<file path="config.mk">
export PLATFORM = sky130hd
export DESIGN_NAME = planar_blit_engine
export DESIGN_NICKNAME = d
export VERILOG_FILES = /design/src/rtl/blit_pkg.sv /design/src/rtl/blit_plane_alu.sv /design/src/rtl/blit_addr_gen.sv /design/src/rtl/planar_blit_engine.sv
export SDC_FILE = /design/constraint.sdc
export NUM_CORES = 1
export LEC_CHECK = 0
export ABC_AREA = 1
export BUFFER_PORTS_ARGS = -buffer_cell sky130_fd_sc_hd__buf_2
export CAP_MARGIN = 30
export CORE_ASPECT_RATIO = 0.8
export CORE_UTILIZATION = 35
export CTS_BUF_LIST = sky130_fd_sc_hd__clkbuf_2
export DETAILED_ROUTE_END_ITERATION = 10
export PLACE_DENSITY = 0.6
export SLEW_MARGIN = 30
export SYNTH_ARGS = -nofsm -noshare
export SYNTH_HDL_FRONTEND = slang
export SYNTH_SLANG_ARGS = --single-unit
export TNS_END_PERCENT = 50
</file>
<file path="constraint.sdc">
create_clock -name clk -period 7.1 [get_ports clk]
set_input_delay 1.42 -clock clk [delete_from_list [all_inputs] [get_ports clk]]
set_output_delay 1.42 -clock clk [all_outputs]
set_load 0.05 [all_outputs]
</file>
<file path="src/rtl/blit_pkg.sv">
package blit_pkg;

    typedef enum logic [2:0] {
        ST_IDLE,
        ST_WAIT_VR,
        ST_FETCH_SRC,
        ST_FETCH_DST,
        ST_STORE,
        ST_FINISH
    } blit_state_e;

    typedef enum logic [1:0] {
        LOP_COPY = 2'b00,
        LOP_AND  = 2'b01,
        LOP_OR   = 2'b10,
        LOP_XOR  = 2'b11
    } blit_lop_e;

endpackage

</file>
<file path="src/rtl/blit_plane_alu.sv">
module blit_plane_alu
    import blit_pkg::*;
#(
    parameter int BYTE_W = 8,
    parameter int ROT_W  = $clog2(BYTE_W)
) (
    input  logic [BYTE_W-1:0] src_byte,
    input  logic [BYTE_W-1:0] dst_byte,
    input  logic [ROT_W-1:0]  rot,
    input  logic              inv_src,
    input  logic              inv_dst,
    input  logic [1:0]        op,
    output logic [BYTE_W-1:0] result
);
    localparam int DBL_W = 2 * BYTE_W;

    logic [DBL_W-1:0]  doubled;
    logic [BYTE_W-1:0] s_eff;
    logic [BYTE_W-1:0] d_eff;

    always_comb begin
        // Right-rotate: shift the byte concatenated with itself.
        doubled = {src_byte, src_byte} >> rot;
        s_eff   = inv_src ? ~doubled[BYTE_W-1:0] : doubled[BYTE_W-1:0];
        d_eff   = inv_dst ? ~dst_byte : dst_byte;

        unique case (blit_lop_e'(op))
            LOP_COPY: result = s_eff;
            LOP_AND:  result = s_eff & d_eff;
            LOP_OR:   result = s_eff | d_eff;
            LOP_XOR:  result = s_eff ^ d_eff;
            default:  result = s_eff;
        endcase
    end
endmodule

</file>
<file path="src/rtl/blit_addr_gen.sv">
module blit_addr_gen #(
    parameter int ADDR_W  = 18,
    parameter int PITCH_W = 9
) (
    input  logic               clk,
    input  logic               rst_n,
    input  logic               load,
    input  logic [ADDR_W-1:0]  load_addr,
    input  logic [PITCH_W-1:0] pitch,
    input  logic               reverse,
    input  logic               step_col,
    input  logic               step_row,
    output logic [ADDR_W-1:0]  addr
);
    localparam int EXT_W = ADDR_W - PITCH_W;

    logic [ADDR_W-1:0] row_base_q;
    logic [ADDR_W-1:0] cur_q;
    logic [ADDR_W-1:0] next_row;

    assign next_row = row_base_q + {{EXT_W{pitch[PITCH_W-1]}}, pitch};
    assign addr     = cur_q;

    always_ff @(posedge clk or negedge rst_n) begin
        if (!rst_n) begin
            row_base_q <= '0;
            cur_q      <= '0;
        end else if (load) begin
            row_base_q <= load_addr;
            cur_q      <= load_addr;
        end else if (step_row) begin
            row_base_q <= next_row;
            cur_q      <= next_row;
        end else if (step_col) begin
            cur_q <= reverse ? cur_q - 1'b1 : cur_q + 1'b1;
        end
    end
endmodule

</file>
<file path="src/rtl/planar_blit_engine.sv">
module planar_blit_engine
    import blit_pkg::*;
#(
    parameter int PLANES  = 4,
    parameter int BYTE_W  = 8,
    parameter int ADDR_W  = 18,
    parameter int PITCH_W = 9,
    parameter int SPAN_W  = 16,
    parameter int ROWS_W  = 10,
    parameter int ROT_W   = $clog2(BYTE_W),
    parameter int DATA_W  = PLANES * BYTE_W
) (
    input  logic               clk,
    input  logic               rst_n,
    input  logic               start,
    input  logic               cfg_sync,
    input  logic               cfg_reverse,
    input  logic [PLANES-1:0]  cfg_plane_en,
    input  logic [PLANES-1:0]  cfg_op_lo,
    input  logic [PLANES-1:0]  cfg_op_hi,
    input  logic [PLANES-1:0]  cfg_src_inv,
    input  logic [PLANES-1:0]  cfg_dst_inv,
    input  logic [BYTE_W-1:0]  cfg_head_mask,
    input  logic [BYTE_W-1:0]  cfg_tail_mask,
    input  logic [SPAN_W-1:0]  cfg_span,
    input  logic [ROWS_W-1:0]  cfg_rows,
    input  logic [ADDR_W-1:0]  cfg_src_addr,
    input  logic [ADDR_W-1:0]  cfg_dst_addr,
    input  logic [PITCH_W-1:0] cfg_src_pitch,
    input  logic [PITCH_W-1:0] cfg_dst_pitch,
    input  logic [ROT_W-1:0]   cfg_rotate,
    input  logic               vretrace,
    output logic               mem_rd,
    output logic               mem_wr,
    output logic [ADDR_W-1:0]  mem_addr,
    output logic [DATA_W-1:0]  mem_wdata,
    output logic [DATA_W-1:0]  mem_wmask,
    input  logic [DATA_W-1:0]  mem_rdata,
    output logic               busy,
    output logic               done
);
    blit_state_e state_q, state_d;

    logic               reverse_q;
    logic [PLANES-1:0]  plane_q, lop_lo_q, lop_hi_q, sinv_q, dinv_q;
    logic [BYTE_W-1:0]  head_q, tail_q;
    logic [SPAN_W-1:0]  span_q, col_q;
    logic [ROWS_W-1:0]  rows_q, row_q;
    logic [PITCH_W-1:0] spitch_q, dpitch_q;
    logic [ROT_W-1:0]   rot_q;
    logic [DATA_W-1:0]  src_word_q;

    logic              accept, last_col, last_row, step_col, step_row;
    logic [ROWS_W:0]   row_next;
    logic [BYTE_W-1:0] byte_mask;
    logic [DATA_W-1:0] rop_word;
    logic [ADDR_W-1:0] src_addr, dst_addr;

    assign accept   = (state_q == ST_IDLE) && start;
    assign last_col = (col_q == span_q);
    assign row_next = {1'b0, row_q} + {{ROWS_W{1'b0}}, 1'b1};
    assign last_row = (row_next >= {1'b0, rows_q});
    assign step_col = (state_q == ST_STORE) && !last_col;
    assign step_row = (state_q == ST_STORE) && last_col && !last_row;

    blit_addr_gen #(.ADDR_W(ADDR_W), .PITCH_W(PITCH_W)) u_src_addr (
        .clk(clk), .rst_n(rst_n), .load(accept), .load_addr(cfg_src_addr),
        .pitch(spitch_q), .reverse(reverse_q), .step_col(step_col),
        .step_row(step_row), .addr(src_addr)
    );

    blit_addr_gen #(.ADDR_W(ADDR_W), .PITCH_W(PITCH_W)) u_dst_addr (
        .clk(clk), .rst_n(rst_n), .load(accept), .load_addr(cfg_dst_addr),
        .pitch(dpitch_q), .reverse(reverse_q), .step_col(step_col),
        .step_row(step_row), .addr(dst_addr)
    );

    for (genvar p = 0; p < PLANES; p++) begin : g_plane
        blit_plane_alu #(.BYTE_W(BYTE_W), .ROT_W(ROT_W)) u_alu (
            .src_byte (src_word_q[p*BYTE_W +: BYTE_W]),
            .dst_byte (mem_rdata[p*BYTE_W +: BYTE_W]),
            .rot      (rot_q),
            .inv_src  (sinv_q[p]),
            .inv_dst  (dinv_q[p]),
            .op       ({lop_hi_q[p], lop_lo_q[p]}),
            .result   (rop_word[p*BYTE_W +: BYTE_W])
        );
        assign mem_wmask[p*BYTE_W +: BYTE_W] = plane_q[p] ? byte_mask : '0;
    end

    always_comb begin
        byte_mask = '1;
        if (col_q == '0) byte_mask = byte_mask & head_q;
        if (last_col)    byte_mask = byte_mask & tail_q;
    end

    // State register
    always_ff @(posedge clk or negedge rst_n) begin
        if (!rst_n) state_q <= ST_IDLE;
        else        state_q <= state_d;
    end

    // Next-state logic
    always_comb begin
        state_d = state_q;
        unique case (state_q)
            ST_IDLE:      if (start) state_d = cfg_sync ? ST_WAIT_VR : ST_FETCH_SRC;
            ST_WAIT_VR:   if (vretrace) state_d = ST_FETCH_SRC;
            ST_FETCH_SRC: state_d = ST_FETCH_DST;
            ST_FETCH_DST: state_d = ST_STORE;
            ST_STORE:     state_d = (last_col && last_row) ? ST_FINISH : ST_FETCH_SRC;
            ST_FINISH:    state_d = ST_IDLE;
            default:      state_d = ST_IDLE;
        endcase
    end

    // Outputs
    always_comb begin
        busy      = (state_q != ST_IDLE);
        done      = (state_q == ST_FINISH);
        mem_rd    = (state_q == ST_FETCH_SRC) || (state_q == ST_FETCH_DST);
        mem_wr    = (state_q == ST_STORE);
        mem_addr  = (state_q == ST_FETCH_SRC) ? src_addr : dst_addr;
        mem_wdata = rop_word;
    end

    // Instruction latch, counters and source capture
    always_ff @(posedge clk or negedge rst_n) begin
        if (!rst_n) begin
            reverse_q  <= 1'b0;
            plane_q    <= '0;
            lop_lo_q   <= '0;
            lop_hi_q   <= '0;
            sinv_q     <= '0;
            dinv_q     <= '0;
            head_q     <= '0;
            tail_q     <= '0;
            span_q     <= '0;
            rows_q     <= '0;
            spitch_q   <= '0;
            dpitch_q   <= '0;
            rot_q      <= '0;
            col_q      <= '0;
            row_q      <= '0;
            src_word_q <= '0;
        end else begin
            if (accept) begin
                reverse_q <= cfg_reverse;
                plane_q   <= cfg_plane_en;
                lop_lo_q  <= cfg_op_lo;
                lop_hi_q  <= cfg_op_hi;
                sinv_q    <= cfg_src_inv;
                dinv_q    <= cfg_dst_inv;
                head_q    <= cfg_head_mask;
                tail_q    <= cfg_tail_mask;
                span_q    <= cfg_span;
                rows_q    <= cfg_rows;
                spitch_q  <= cfg_src_pitch;
                dpitch_q  <= cfg_dst_pitch;
                rot_q     <= cfg_rotate;
                col_q     <= '0;
                row_q     <= '0;
            end
            if (state_q == ST_FETCH_DST) src_word_q <= mem_rdata;
            if (step_col) col_q <= col_q + 1'b1;
            if (step_row) begin
                col_q <= '0;
                row_q <= row_q + 1'b1;
            end
        end
    end
endmodule

</file>
==> summary.md, run 1 <==
| Metric | Value |
|---|---|
| Status | finished, final reports clean |
| Setup violators final | 0 |
| Highest-delay cell along the critical path | inv_1 |
| Gate Count Post-Synth | 2599 |
| Share of the synthesized area in the top cell type | 30.7% |
| Minimum clock period | 5.57 ns |
| Post-synth EDFFs | 0 |
| CP endpoint | mem_wdata[19] |
| Crit path launch type | register |
| Worst Path Arrival | 4.15 ns |
| Mapped Area | 17700 sq um |
| Vias in the first global route | 17000 |
| First-pass GRT wire length | 86.9 mm |
| Initial antenna violation count | 2 |
| Hold Crit Class | input pin to async pin |
| Rows | 73 |
| H-tree levels | 3 |
| Synth-to-layout area growth | 14.2% |
| CTS max path bufs | 3 |
| Layout cells sized above 1 | 14.7% |
| IO Count | 243 |
| Reg clk slew, reported paths | 0.13 ns |
| TritonCTS buffer count | 68 |
| Nets@finish | 3144 |
| Synth warn | 0 |
| R2r endpoint | u_dst_addr.addr[13] |
| Ratio of final minimum period to clock period | 78.5% |
| Critical R2R Launch | row_q[2] |
| Port-buffer cells | 242 |
| Effective utilization at floorplan | 35.5% |
| Yosys cell types | 39 |
| WL/cell | 15.1 microns |
| Post-synth top area cell | dfrtp_1 |
| Critical Path Fanout Max | 33 |
| Largest net degree at the start of global routing | 105 |
| Routability cong. | 0.910 |
| Setup Buffers After CTS | 0 |
| Worst clock skew | 0.116 ns |
| RSZ-0062 raised after global routing | false |
| Critical path class | register to primary output |
| Worst-Skew Late Latency | 1.00 ns |
| Hold-fix buffers, CTS | 0 |
| Worst EP required | 5.68 ns |
| Worst reg2reg setup slack | 2.94 ns |
| CTS tree | built |
| Slew of the pin with the lowest slew margin | 0.906 ns |
| WP depth | 13 |
| TNS Setup | 0 ns |
| Die area | 51400 sq um |
| Die height | 203 microns |
| DRC viols | 0 |
| Crit-path leading delay family | buffers and inverters |
| Buf/Inv on CP | 5 |
| Fin. Hold Viols | 0 |
| Core ar. | 49800 sq um |
| Asr flop ratio synth | 100% |
| Syn avg cell area | 6.80 sq um |
| Initial DRC count | 1347 |
| CP startpoint | rot_q[1] |
| Yosys reg bits | 217 |
| Post-CTS Resized | 0 |
| Worst r2r path cells | 18 |
| Achievable frequency | 179 MHz |
| Total track usage | 21.1% |
| Max-slew headroom | 39.4% |
| Dominant synthesized flop cell | dfrtp_1 |
| Final wirelength | 53.7 mm |
| CP Capture Type | primary output |
| Post-Syn Nets | 2903 |
| TritonRoute pass-1 iters | 5 |
| CTS Sinks | 217 |
| Max-cap check violation count | 0 |
| Post-synthesis sequential area ratio | 30.7% |
| Vias post-DR | 17600 |
| Slew Limit Fails | 0 |
| Critical path, cell by cell | buf_4 > inv_1 > nand3_1 > o21ai_0 > inv_1 > nand2_1 > o21ai_0 > xor2_1 > inv_1 > ha_1 > a221oi_1 > o21ai_0 > buf_2 |
| Clock root cell | clkbuf_2 |
| Overflow after GRT | 0 |
| Synth top area cells | dfrtp_1, nand2_1, ha_1 |
| Via density | 4.94 |
| Post-DRT Antenna Nets | 0 |
| Die X | 253 microns |
| Detail Placement HPWL | 39.8 mm |
| Max incr delay on CP | 0.68 ns |
==> sequential cells by signal (all words and copies together), names as in the netlist, 8 cells and up <==
name and cells:
span_q 16, u_src_addr.row_base_q 18, col_q 16, rows_q 10
spitch_q 9, u_dst_addr.row_base_q 18, u_src_addr.addr 18, src_word_q 32
dpitch_q 9, row_q 10, u_dst_addr.addr 18, head_q 8
tail_q 8
==> how the worst min path moves through the flow <==
stage,slack (ns),from,end
CTS,0.39,rst_n,u_src_addr.row_base_q[17]
global route,0.44,rst_n,u_dst_addr.addr[12]
floorplan,0.45,u_dst_addr.row_base_q[10],u_dst_addr.row_base_q[10]
global placement,0.47,tail_q[6],tail_q[6]
detailed placement,0.47,head_q[0],head_q[0]
finish,0.47,rst_n,u_src_addr.row_base_q[17]
==> final cells by class <==
cell class,instances,area [sq um]
inverter,330,1240
clock buffer,97,485
tap,675,845
fill,5280,29600
antenna,1,2.50
clock inverter,23,228
multi-input combinational,1969,10600
timing repair buffer,254,1320
sequential,217,5430
==> synthesized netlist by cell type, drive strengths merged, types with 24 or more instances <==
cell type and instances:
nand2 860, nand3 129, buf 41, mux2 32, o21ai 215, a21oi 94, nor2 205, inv 324
xor2 57, clkbuf 42, xnor2 50, ha 143, o22ai 24, a221oi 32, nor3 31, dfrtp 217
==> layer usage <==
metal	GRT usage, %	routed length [microns]	vias to the layer above
li1	-	-	8883
met1	30.2	26500	8220
met4	6.08	1090	0
met5	0	0	-
met3	4.51	3200	63
met2	31.8	22900	450
==> layout by cell type (no fill, tap or decap), types with 11 or more instances in the layout <==
cell and n:
a21oi_1 94, a221oi_1 32, a31oi_1 14, buf_2 241
buf_4 11, clkbuf_2 97, clkinv_1 19, dfrtp_1 215
ha_1 143, inv_1 305, inv_2 18, mux2_2 32
nand2_1 856, nand3_1 128, nand4_1 11, nor2_1 203
nor3_1 31, o21a_1 17, o21ai_0 215, o22ai_1 24
xnor2_1 50, xor2_1 57
==> through the flow <==
step | instances | hold slack, ns | area (sq um) | setup WS [ns] | util (%)
after floorplan | 2599 | 0.446 | 17700 | 2.81 | -
after global placement | 3445 | 0.466 | 19500 | 2.04 | 39.1
after detailed placement | 3445 | 0.466 | 19500 | 1.85 | 39.1
after CTS | 3565 | 0.390 | 20200 | 0.720 | 40.5
after global routing | 3566 | 0.440 | 20200 | 1.10 | 40.5
final | 3566 | 0.468 | 20200 | 1.53 | 40.5
==> cells by family after synthesis <==
| logic type | count (synthesis) | share of synthesized area (%) |
|---|---|---|
| AOI/OAI and AO/OA | 422 | 13.5 |
| xor gates and xnor gates | 107 | 5.30 |
| adders and majority gates | 147 | 10.6 |
| buffers and inverters | 413 | 9.21 |
| DFF | 217 | 30.7 |
| muxes | 32 | 2.04 |
| and+or+nand+nor | 1261 | 28.7 |
Power of run 1 is not shown: default switching activity piles up to over one toggle a cycle in this logic, so the estimate is an artifact.
==> inputs of run 2 (changes only) <==
--- a/config.mk
+++ b/config.mk
@@ -12,7 +12,7 @@
 export CORE_UTILIZATION = 35
 export CTS_BUF_LIST = sky130_fd_sc_hd__clkbuf_2
 export DETAILED_ROUTE_END_ITERATION = 10
-export PLACE_DENSITY = 0.6
+export PLACE_DENSITY = 0.62
 export SLEW_MARGIN = 30
 export SYNTH_ARGS = -nofsm -noshare
 export SYNTH_HDL_FRONTEND = slang
==> constraint.sdc (replaced) <==
create_clock -name clk -period 5.1 [get_ports clk]
set_input_delay 1.02 -clock clk [delete_from_list [all_inputs] [get_ports clk]]
set_output_delay 1.02 -clock clk [all_outputs]
set_load 0.05 [all_outputs]
==> summary.md, run 2 (synthesis results as in run 1) <==
| Metric | Value |
|---|---|
| Worst clock skew | 0.167 ns |
| Initial DRC count | 1097 |
| Met3 wire len | 2.96 mm |
| Util after Layout | 40.6% |
| Dpl cells | 3450 |
| Fin. Hold Viols | 0 |
| Initial antenna violation count | 3 |
| Core ar. | 49800 sq um |
| RSZ-0062 raised after global routing | false |
| Worst-Skew Late Latency | 1.13 ns |
| Post-DRT Antenna Nets | 0 |
| Wire length on met1 | 26.0 mm |
| CP Capture Type | primary output |
| Routability cong. | 0.887 |
| Final hold slack | 0.147 ns |
| Most frequent cells in the layout | nand2_1, inv_1, buf_2 |
| DRC viols | 0 |
| Nets@finish | 3155 |
| Clock root cell | clkbuf_2 |
| Critical Path Fanout Max | 32 |
| CTS Sinks | 217 |
| Top reg by flops | src_word_q |
| R2r endpoint | u_src_addr.addr[12] |
| Reg clk slew, reported paths | 0.10 ns |
| CTS tree | built |
| Final non-filler cell total | 3570 |
| Final wirelength | 53.3 mm |
| Max-slew headroom | 45.3% |
| Worst hold start | cfg_dst_pitch[1] |
| H-tree levels | 2 |
| CP endpoint | mem_wdata[26] |
| Crit path launch type | register |
| Slew Limit Fails | 0 |
| Die X | 253 microns |
| Rows | 73 |
| Critical R2R Launch | row_q[2] |
| Met2 Wirelength | 23.1 mm |
| Slew of the pin with the lowest slew margin | 0.821 ns |
| Effective utilization at floorplan | 35.5% |
| TritonCTS buffer count | 61 |
| Worst reg2reg setup slack | 1.25 ns |
| Port-buffer cells | 242 |
| Via density | 4.98 |
| TritonRoute pass-1 iters | 5 |
| Vias post-DR | 17800 |
| First-pass GRT wire length | 86.5 mm |
| Critical path class | register to primary output |
| Detail Placement HPWL | 39.8 mm |
| Setup violators final | 0 |
| Die height | 203 microns |
| Vias in the first global route | 17200 |
| Max-cap check violation count | 0 |
| Minimum clock period | 4.65 ns |
| CTS max path bufs | 3 |
| Synth-to-layout area growth | 14.4% |
| Status | finished, final reports clean |
| Worst Path Arrival | 3.63 ns |
| Overflow after GRT | 0 |
| Max reg flops | 32 |
| Achievable frequency | 215 MHz |
| WL/cell | 14.9 microns |
| Worst EP required | 4.08 ns |
| Die area | 51400 sq um |
| Layout cells sized above 1 | 14.5% |
| IO Count | 243 |
| TNS Setup | 0 ns |
| Total track usage | 20.8% |
| Uppermost layer routed | met4 |
| Most common cell after layout, fill and taps aside | nand2_1 |
| Ratio of final minimum period to clock period | 91.2% |
| Hold Crit Class | input pin to register |
| Worst r2r path cells | 17 |
| Largest net degree at the start of global routing | 87 |
| CP startpoint | rot_q[0] |
-- run 2: layout make-up --
class                           count  area (sq um)
Inverter                          330          1250
Clock inverter                     22           145
Sequential cell                   217          5430
Antenna cell                        3          7.51
Multi-Input combinational cell   1969         10600
Fill cell                        5247         29500
Timing Repair inverter              2          15.0
Clock buffer                       82           410
Timing Repair Buffer              270          1490
Tap cell                          675           845
-- run 2: worst min-delay path by stage --
stage	endpoint	slack [ns]	depth (start not counted)
floorplan	u_dst_addr.row_base_q[10]	0.45	2
global placement	tail_q[3]	0.46	2
detailed placement	tail_q[4]	0.47	2
CTS	dpitch_q[1]	0.01	3
global route	tail_q[7]	0.07	3
finish	dpitch_q[1]	0.15	3
-- run 2: per-layer routing --
| layer | up-vias | track usage, % |
|---|---|---|
| met4 | 0 | 6.80 |
| met1 | 8293 | 29.3 |
| li1 | 8901 | - |
| met5 | - | 0 |
| met3 | 83 | 3.14 |
| met2 | 505 | 32.5 |
-- run 2: timing repair --
action,4_1_cts,5_1_grt
cloned,0,2
pin swaps,0,0
endpoints found under the hold margin,91,0
hold buffers,9,0
setup buffers,1,1
resized for setup,2,4
setup endpoints to repair,3,20
-- run 2: through the flow --
step | area (sq um) | setup WS [ns]
after global placement | 19500 | 1.24
after global routing | 20200 | 0.0512
after floorplan | 17700 | 1.21
after detailed placement | 19500 | 1.14
after CTS | 20200 | 0.0763
final | 20200 | 0.448
-- run 2: worst max-delay path, stage by stage, from the launching register on --
cell,delay [ns]
dfrtp_1,0.40
buf_4,0.32
nand2_1,0.12
nand3_1,0.10
o21ai_0,0.10
o21ai_0,0.28
xor2_1,0.31
inv_1,0.08
ha_1,0.30
a221oi_1,0.27
o21ai_0,0.12
buf_2,0.23
Power of run 2 is left out for the same reason.
==> inputs of run 3 (changes only) <==
--- a/config.mk
+++ b/config.mk
@@ -6,9 +6,10 @@
 export NUM_CORES = 1
 export LEC_CHECK = 0
 export ABC_AREA = 1
-export BUFFER_PORTS_ARGS = -buffer_cell sky130_fd_sc_hd__buf_2
+export BUFFER_PORTS_ARGS = -buffer_cell sky130_fd_sc_hd__buf_4
 export CAP_MARGIN = 30
 export CORE_ASPECT_RATIO = 0.8
+export CORE_MARGIN = 10
 export CORE_UTILIZATION = 35
 export CTS_BUF_LIST = sky130_fd_sc_hd__clkbuf_2
 export DETAILED_ROUTE_END_ITERATION = 10
==> summary.md, run 3 (synthesis results as in run 1) <==
| Metric | Value |
|---|---|
| Status | finished, final reports clean |
| CTS max path bufs | 3 |
| Die X | 271 microns |
| Top reg by flops | src_word_q |
| Detail Placement HPWL | 42.5 mm |
| WHS Path Cells | 3 |
| TritonRoute pass-1 iters | 5 |
| H-tree levels | 3 |
| CP startpoint | rot_q[1] |
| Hold Crit Class | input pin to register |
| Synth-to-layout area growth | 17.1% |
| Worst r2r path cells | 17 |
| Routability cong. | 0.895 |
| Worst clock skew | 0.0993 ns |
| Die area | 60000 sq um |
| Vias in the first global route | 17600 |
| Overflow after GRT | 0 |
| Reg clk slew, reported paths | 0.10 ns |
| Core ar. | 49900 sq um |
| Vias post-DR | 17800 |
| Clock root cell | clkbuf_2 |
| Area after DPL | 20100 sq um |
| DRC viols | 0 |
| Slew of the pin with the lowest slew margin | 0.725 ns |
| Fin. Hold Viols | 0 |
| TNS Setup | 0 ns |
| Rows | 73 |
| Worst-Skew Late Latency | 1.05 ns |
| Slew Limit Fails | 0 |
| Critical path class | register to primary output |
| Most common cell after layout, fill and taps aside | nand2_1 |
| TritonCTS buffer count | 66 |
| Total track usage | 18.5% |
| Critical R2R Launch | row_q[2] |
| Critical Path Fanout Max | 17 |
| Critical path, cell by cell | clkinvlp_4 > nand3_1 > o21ai_0 > o21ai_0 > xor2_1 > inv_1 > ha_1 > a221oi_1 > o21ai_0 > buf_4 |
| Layout cells sized above 1 | 14.5% |
| Via density | 4.99 |
| CP Capture Type | primary output |
| Setup Buffers After CTS | 0 |
| Most frequent cells in the layout | nand2_1, inv_1, buf_4 |
| Initial DRC count | 1356 |
| Post-DRT Antenna Nets | 0 |
| Achievable frequency | 218 MHz |
| WL/cell | 15.8 microns |
| Effective utilization at floorplan | 35.5% |
| Port-buffer cells | 242 |
| Max reg flops | 32 |
| Ratio of final minimum period to clock period | 90.1% |
| Initial antenna violation count | 2 |
| Final instance area | 20700 sq um |
| Worst EP required | 4.08 ns |
| Crit path top cell by count | o21ai_0 |
| Max incr delay on CP | 0.47 ns |
| CTS tree | built |
| Max-cap check violation count | 0 |
| Die height | 221 microns |
| Final wirelength | 56.4 mm |
| Minimum clock period | 4.60 ns |
| First-pass GRT wire length | 91.4 mm |
| Largest net degree at the start of global routing | 108 |
| IO Count | 243 |
| Worst hold start | cfg_dst_pitch[4] |
| RSZ-0062 raised after global routing | false |
| Nets@finish | 3149 |
| Highest-delay cell along the critical path | dfrtp_1 |
| Crit path launch type | register |
| Setup violators final | 0 |
| CTS Sinks | 217 |
| Max-slew headroom | 51.6% |
| Worst Path Arrival | 3.58 ns |
==> run 3: cell types whose count changed in the layout (fill, tap and decap cells not counted), moves of 4 or more <==
cell           previous run  this run
clkbuf_2                 82        89
buf_4                    16       256
dlygate4sd3_1             9         1
buf_2                   241         0
inv_2                    16        20
==> run 3: area by class of cell <==
class	instances	area (sq um)
Antenna cell	4	10.0
Clock buffer	89	445
Clock inverter	22	115
Fill cell	5295	29200
Inverter	330	1250
Multi-Input combinational cell	1969	10600
Sequential cell	217	5430
Tap cell	675	845
Timing Repair Buffer	260	1980
Timing Repair inverter	1	7.51
==> run 3: final timing paths <==
check,end,slack [ns]
setup / recovery,mem_wdata[1],0.50
max in group asynchronous,span_q[8],3.43
min in group asynchronous,sinv_q[3],0.54
hold / removal,dpitch_q[4],0.16
setup reg to reg,u_src_addr.addr[16],1.35
hold reg to reg,head_q[1],0.49
==> run 3: stage by stage <==
stage                     cells  utilization (%)  worst slack, ns  hold slack [ns]
after floorplan            2599                -             1.21            0.446
after global placement     3450             40.3             1.33            0.464
after detailed placement   3450             40.3             1.29            0.466
after CTS                  3562             41.5            0.154           0.0684
after global routing       3566             41.5           0.0143           0.0770
final                      3567             41.5            0.504            0.157
==> run 3: repair_timing <==
item,in CTS,in global routing
hold buffers,1,0
endpoints found under the hold margin,64,0
setup endpoints to repair,0,15
gates resized for setup,0,3
==> run 3: worst max-delay path: cells and delay by family (launching register included) <==
family | cells | cell delay (ns)
AOI/OAI and AO/OA | 4 | 0.75
xor gates and xnor gates | 1 | 0.27
adders and majority gates | 1 | 0.30
buffers and inverters | 3 | 0.62
DFF | 1 | 0.47
and+or+nand+nor | 1 | 0.17
==> run 3: layer usage <==
metal / global-route usage, % / routed length, microns / up-vias
li1: - / - / 8895
met1: 25.4 / 27100 / 8297
met2: 28.4 / 24500 / 512
met3: 4.24 / 3430 / 105
met4: 5.49 / 1440 / 0
met5: 0 / 0 / -
Power of run 3 is left out for the same reason.
